==> src/rtl/wsched_pkg.sv <==
`timescale 1ns/1ps
package wsched_pkg;

  // Strobes from control to the context datapath
  typedef struct packed {
    logic selectNew;  // a new warp was picked at this edge
    logic groupDone;  // the in-flight group ends at this edge
  } schedStrobe_t;

endpackage

==> src/rtl/wsched_rr_pick.sv <==
`timescale 1ns/1ps
module wsched_rr_pick #(
  parameter int NUM_WARPS = 24,
  parameter int IDW       = 5
) (
  input  logic [NUM_WARPS-1:0] eligible,
  input  logic [IDW-1:0]       lastId,
  output logic                 found,
  output logic [IDW-1:0]       pickId
);

  // Walk offsets from far to near so the nearest eligible warp wins.
  always_comb begin
    found  = 1'b0;
    pickId = '0;
    for (int ofs = NUM_WARPS; ofs >= 1; ofs--) begin
      int idx;
      idx = (int'(lastId) + ofs) % NUM_WARPS;
      if (eligible[IDW'(idx)]) begin
        found  = 1'b1;
        pickId = IDW'(idx);
      end
    end
  end

endmodule

==> src/rtl/wsched_ctrl.sv <==
`timescale 1ns/1ps
module wsched_ctrl
  import wsched_pkg::*;
#(
  parameter int NUM_WARPS    = 24,
  parameter int IDW          = 5,
  parameter int GROUP_CYCLES = 4,
  parameter int LGW          = 2
) (
  input  logic                 clk,
  input  logic                 rst_n,
  input  logic [NUM_WARPS-1:0] eligible,
  output schedStrobe_t         strobe,
  output logic                 active,
  output logic [IDW-1:0]       curWarp,
  output logic [LGW-1:0]       laneCnt
);

  localparam logic [LGW-1:0] LAST_LANE = LGW'(GROUP_CYCLES - 1);
  localparam logic [IDW-1:0] INIT_LAST = IDW'(NUM_WARPS - 1);

  logic           boundary;
  logic           found;
  logic [IDW-1:0] pickId;
  logic [IDW-1:0] lastWarp;

  wsched_rr_pick #(.NUM_WARPS(NUM_WARPS), .IDW(IDW)) u_pick (
    .eligible(eligible),
    .lastId  (lastWarp),
    .found   (found),
    .pickId  (pickId)
  );

  assign boundary         = !active || (laneCnt == LAST_LANE);
  assign strobe.groupDone = active && (laneCnt == LAST_LANE);
  assign strobe.selectNew = boundary && found;

  always_ff @(posedge clk) begin
    if (!rst_n) begin
      active   <= 1'b0;
      curWarp  <= '0;
      laneCnt  <= '0;
      lastWarp <= INIT_LAST;
    end else if (boundary) begin
      laneCnt <= '0;
      active  <= found;
      if (found) begin
        curWarp  <= pickId;
        lastWarp <= pickId;
      end
    end else begin
      laneCnt <= laneCnt + LGW'(1);
    end
  end

endmodule

==> src/rtl/wsched_datapath.sv <==
`timescale 1ns/1ps
module wsched_datapath
  import wsched_pkg::*;
#(
  parameter int NUM_WARPS = 24,
  parameter int IDW       = 5,
  parameter int PCW       = 16
) (
  input  logic                          clk,
  input  logic                          rst_n,
  input  logic [NUM_WARPS-1:0]          stallSet,
  input  logic [NUM_WARPS-1:0]          stallClear,
  input  logic [NUM_WARPS-1:0]          enableReq,
  input  logic [NUM_WARPS-1:0]          retireReq,
  input  logic [PCW-1:0]                startPc,
  input  schedStrobe_t                  strobe,
  input  logic [IDW-1:0]                curWarp,
  output logic [NUM_WARPS-1:0]          warpEn,
  output logic [NUM_WARPS-1:0]          warpEligible,
  output logic [NUM_WARPS-1:0][PCW-1:0] warpPc
);

  logic [NUM_WARPS-1:0] warpStall;

  for (genvar w = 0; w < NUM_WARPS; w++) begin : g_ctx
    logic loadCtx;
    logic bumpPc;

    assign loadCtx = enableReq[w] && !retireReq[w];
    assign bumpPc  = strobe.groupDone && (curWarp == IDW'(w));
    assign warpEligible[w] = warpEn[w] && !warpStall[w];

    always_ff @(posedge clk) begin
      if (!rst_n) begin
        warpEn[w]    <= 1'b0;
        warpStall[w] <= 1'b0;
        warpPc[w]    <= '0;
      end else begin
        if (retireReq[w])      warpEn[w] <= 1'b0;
        else if (enableReq[w]) warpEn[w] <= 1'b1;

        if (stallSet[w])                   warpStall[w] <= 1'b1;
        else if (stallClear[w] || loadCtx) warpStall[w] <= 1'b0;

        if (loadCtx)     warpPc[w] <= startPc;
        else if (bumpPc) warpPc[w] <= warpPc[w] + PCW'(1);
      end
    end
  end

endmodule

==> src/rtl/wsched_top.sv <==
`timescale 1ns/1ps
module wsched_top
  import wsched_pkg::*;
#(
  parameter int NUM_WARPS    = 24,
  parameter int WARP_THREADS = 32,
  parameter int LANES        = 8,
  parameter int PCW          = 16,
  localparam int GROUP_CYCLES = WARP_THREADS / LANES,
  localparam int IDW          = (NUM_WARPS > 1) ? $clog2(NUM_WARPS) : 1,
  localparam int LGW          = (GROUP_CYCLES > 1) ? $clog2(GROUP_CYCLES) : 1
) (
  input  logic                 clk,
  input  logic                 rst_n,
  input  logic [NUM_WARPS-1:0] stallSet,
  input  logic [NUM_WARPS-1:0] stallClear,
  input  logic [NUM_WARPS-1:0] enableReq,
  input  logic [NUM_WARPS-1:0] retireReq,
  input  logic [PCW-1:0]       startPc,
  output logic                 issueValid,
  output logic                 idle,
  output logic [IDW-1:0]       issueWarp,
  output logic [PCW-1:0]       issuePc,
  output logic [LGW-1:0]       laneGroup
);

  schedStrobe_t                  strobe;
  logic                          active;
  logic [IDW-1:0]                curWarp;
  logic [LGW-1:0]                laneCnt;
  logic [NUM_WARPS-1:0]          warpEn;
  logic [NUM_WARPS-1:0]          warpEligible;
  logic [NUM_WARPS-1:0][PCW-1:0] warpPc;

  wsched_ctrl #(
    .NUM_WARPS(NUM_WARPS), .IDW(IDW), .GROUP_CYCLES(GROUP_CYCLES), .LGW(LGW)
  ) u_ctrl (
    .clk     (clk),
    .rst_n   (rst_n),
    .eligible(warpEligible),
    .strobe  (strobe),
    .active  (active),
    .curWarp (curWarp),
    .laneCnt (laneCnt)
  );

  wsched_datapath #(.NUM_WARPS(NUM_WARPS), .IDW(IDW), .PCW(PCW)) u_dp (
    .clk         (clk),
    .rst_n       (rst_n),
    .stallSet    (stallSet),
    .stallClear  (stallClear),
    .enableReq   (enableReq),
    .retireReq   (retireReq),
    .startPc     (startPc),
    .strobe      (strobe),
    .curWarp     (curWarp),
    .warpEn      (warpEn),
    .warpEligible(warpEligible),
    .warpPc      (warpPc)
  );

  assign issueValid = active;
  assign idle       = !active;
  assign issueWarp  = curWarp;
  assign issuePc    = warpPc[curWarp];
  assign laneGroup  = laneCnt;

endmodule

==> config.mk <==
export PLATFORM = sky130hd
export DESIGN_NAME = wsched_top
export DESIGN_NICKNAME = d
export VERILOG_FILES = /design/src/rtl/wsched_pkg.sv /design/src/rtl/wsched_rr_pick.sv /design/src/rtl/wsched_ctrl.sv /design/src/rtl/wsched_datapath.sv /design/src/rtl/wsched_top.sv
export SDC_FILE = /design/constraint.sdc
export NUM_CORES = 2
export LEC_CHECK = 0
export CORE_UTILIZATION = 59
export CTS_CLUSTER_DIAMETER = 100
export CTS_CLUSTER_SIZE = 20
export DETAILED_ROUTE_END_ITERATION = 6
export DONT_BUFFER_PORTS = 1
export PLACE_DENSITY = 0.89
export RECOVER_POWER = 100
export SLEW_MARGIN = 20
export SYNTH_ARGS = -nofsm -noshare
export SYNTH_HDL_FRONTEND = slang
export SYNTH_SLANG_ARGS = --single-unit
==> constraint.sdc <==
create_clock -name clk -period 6.34 [get_ports clk]
set_input_delay 0.951 -clock clk [delete_from_list [all_inputs] [get_ports clk]]
set_output_delay 0.951 -clock clk [all_outputs]
set_load 0.03 [all_outputs]
==> results_dict.tcl <==
set metrics [dict create \
    outcome "finished, violations left" \
    violations "design-rule violations, max-capacitance violations, max-slew violations" \
    hold_depth 1 \
    synth_top_area_cell "dfxtp_1" \
    ir_drop_mv 0.3199 \
    cp.required_ns 6.88 \
    cts.path.max_buffers 3 \
    async_reset_ff_share_pct 0 \
    slew_headroom_pct -40.70 \
    critical_path.max_stage_delay_ns 0.68 \
    grt_pass1_wl_um 151900 \
    num-nets-final 3753 \
    numCtsBuffers 29 \
    grt_pass1_vias 27650 \
    p_sw_share_pct 45.83 \
    postCtsHoldBufs 0 \
    area_growth_pct 2.766 \
    die_w_um 236.8 \
    crit_type "reg -> reg" \
    postCtsSetupRepairBufs 0 \
    num_antenna_cells 0 \
    period_needed_ns 5.801 \
    cp_top_family "compound AO/OA/AOI/OAI gates" \
    core_region_area_um2 54130 \
    ys_warn_count 0 \
    wire_per_inst_um 22.69 \
    path_cells "buf_4 -> ha_1 -> inv_1 -> o21ai_0 -> ha_1 -> o32ai_1 -> a211oi_1 -> o21ai_0 -> nand3_1 -> or3_1 -> nor4_1 -> a21oi_1 -> clkbuf_2 -> o311ai_0 -> o21ai_1 -> o211ai_1" \
    ys_seq_elements 444 \
    cts_max_level 1 \
    dpl_cell_area_um2 32670 \
    drc_errors 1 \
    overflow 0 \
    ys_seq_area_share_pct 27.33 \
    dominantRegCellSynth "dfxtp_1" \
    place_ws_ns 0.9019 \
    min-delay-start "retireReq[15]" \
    cts_tree "done" \
    clk_pin_slew_ns 0.09 \
    reg2reg_depth 16 \
    cp.arrival_ns 6.34 \
    dpl.cell_count 4232 \
    synthTopCellsByCount "586 x nand2_1, 444 x dfxtp_1, 385 x o211a_1" \
    skew_ns 0.02760 \
    grt_max_degree 447 \
    grtUsageTotal_pct 33.57 \
    drive_gt1_share_pct 7.639 \
    hold_violations 0 \
    route.met2.wl_um 44220 \
    start_kind "register" \
    drtIter0Drc 3587 \
    fmaxAchievable_mhz 172.4 \
    hpwl_um 70340 \
    finalInstanceArea_um2 33420 \
    syn_nets 3955 \
    crit_fanout 19 \
    syn_area_per_cell_um2 8.630 \
    synth_most_common_cell "nand2_1" \
    timing.final.ws_setup_ns 0.5393 \
    reg2reg_slack_ns 0.54 \
    vias 29650 \
    met3_length_um 8749 \
    end_kind "register" \
    crit_cells 16 \
    final_core_util_pct 61.75 \
    syn_area_um2 32520 \
    initial_core_util_pct 60.08 \
    port_buffers 0 \
    pwr-share-clk_pct 16.4 \
    synth_edf_count 0 \
    rsz0062_at_grt "no" \
    p_comb_share_pct 55.3 \
    critPathBufInv 3 \
    syn_inst 3769 \
    synth_top_area_share_pct 27.33 \
    internal_power_w 0.006407 \
    ctsResizeCount 0 \
    met1_length_um 37990 \
    whs_endpoint "u_dp.warpEn[15]$_SDFFE_PP0P_" \
    hold_class "in -> reg" \
    cts.sinks 444 \
    p_leak_nw 15.69 \
    finalCritPeriodShare_pct 91.49 \
    r2r_end "u_ctrl.lastWarp[1]$_SDFFE_PN1P_" \
    root_buffer "clkbuf_16" \
    tightest_slew_ns 2.108 \
    vias_per_cell 6.943 \
    synthTopCellsByArea "dfxtp_1 27%, o211a_1 12%, mux4_2 9.6%" \
    crit_slowest_cell "ha_1" \
    setup_viol 0 \
    antenna_found_initial 0 \
    die_h_um 236.8 \
    p_seq_share_pct 28.3 \
    highest_layer "met4" \
    rows 85 \
    power.density_nw_per_um2 353.8 \
    pin_count 139 \
    stdcell_count 4270 \
    r2r_start "u_ctrl.lastWarp[3]$_SDFFE_PN0P_" \
    p_sw_w 0.005420 \
    synth_cell_type_count 104 \
    slew_viol_final 569 \
    wl_um 96890 \
    antenna_left 0 \
    die_area_um2 56070 \
    gp_congestion 1.038 \
    cap_violations 17 \
    dr.pass1.iters 7 \
    clk_latency_ns 0.63 \
    finalSetupTns_ns 0 \
]
-- cells by family after synthesis --
logic type               share of synthesized area [%]
flip-flops                                       27.33
AO/OA/AOI/OAI                                    21.53
buffers and inverters                            4.624
adder cells (fa/ha/maj)                          2.770
multiplexers                                     11.84
XOR/XNOR                                         9.683
AND/OR/NAND/NOR                                  22.23
-- power by group through the flow --
stage	Combinational, W	Clock, W	Sequential [W]
2_1_floorplan	0.00494	0	0.00324
3_3_place_gp	0.00627	0	0.00339
3_5_place_dp	0.00632	0	0.00340
4_1_cts	0.00635	0.00194	0.00334
5_1_grt	0.00699	0.00205	0.00338
6_report	0.00654	0.00193	0.00335
-- through the flow --
step / hold slack [ns] / total power, W
after floorplan: 0.4731 / 0.008183
after global placement: 0.4800 / 0.009665
after detailed placement: 0.4885 / 0.009722
after CTS: 0.3812 / 0.01163
after global routing: 0.3879 / 0.01242
final: 0.3900 / 0.01183
-- worst max-delay path by stage --
stage,endpoint,slack (ns),start
global route,u_ctrl.lastWarp[1]$_SDFFE_PN1P_,0.19,u_ctrl.lastWarp[3]$_SDFFE_PN0P_
global placement,u_ctrl.curWarp[1]$_SDFFE_PN0P_,1.02,u_ctrl.lastWarp[3]$_SDFFE_PN0P_
CTS,u_ctrl.lastWarp[1]$_SDFFE_PN1P_,0.88,u_ctrl.lastWarp[3]$_SDFFE_PN0P_
finish,u_ctrl.lastWarp[1]$_SDFFE_PN1P_,0.54,u_ctrl.lastWarp[3]$_SDFFE_PN0P_
detailed placement,u_ctrl.curWarp[1]$_SDFFE_PN0P_,0.90,u_ctrl.lastWarp[3]$_SDFFE_PN0P_
floorplan,u_ctrl.lastWarp[2]$_SDFFE_PN1P_,0.25,u_ctrl.lastWarp[3]$_SDFFE_PN0P_
-- metal layers --
layer  track usage (%)  up-vias
met3             5.129      343
met5                 0        -
met4             18.42        0
met2             54.02     1666
li1                  -    13400
met1             43.26    14240
-- sequential cells by signal, indices dropped and copies added, names as in the netlist --
register / count
u_ctrl.active: 1
u_ctrl.curWarp: 4
u_ctrl.laneCnt: 2
u_ctrl.lastWarp: 5
u_dp.warpEn: 24
u_dp.warpPc: 384
u_dp.warpStall: 24
-- placed cells by master (no fill, tap or decap), types with 10 or more instances in the layout --
cell,synthesis,layout
nand4_1,82,82
clkbuf_16,0,29
a21o_1,13,13
nor3b_1,31,31
dfxtp_1,444,439
mux4_2,139,139
o211a_1,385,385
nand3b_1,11,11
mux2i_1,55,55
o211ai_1,16,16
and2_1,25,19
xor2_1,243,243
and4_1,21,21
a21oi_1,65,65
o21a_1,25,25
nand3_1,164,164
ha_1,72,72
mux2_2,13,13
a31oi_1,45,45
a211oi_1,14,14
inv_1,85,84
nor2_1,162,162
clkbuf_1,222,22
o22ai_1,28,28
o21ai_0,110,112
nor3_1,48,48
nor4_1,17,17
and3_1,103,103
nor2b_1,52,52
nand2_1,586,586
or3_1,46,46
nand2b_1,77,77
xnor2_1,111,111
buf_4,2,31
o31ai_1,10,10
-- layout make-up --
type / instances / area [µm²]
clock buffer: 31 / 733.2
multi-input combinational: 2947 / 22130
clock inverter: 7 / 112.6
sequential: 444 / 8897
inverter: 92 / 345.3
fill: 4331 / 20710
tap: 696 / 870.8
timing repair buffer: 53 / 332.8
No activity file was read; power rests on OpenSTA's default activity.
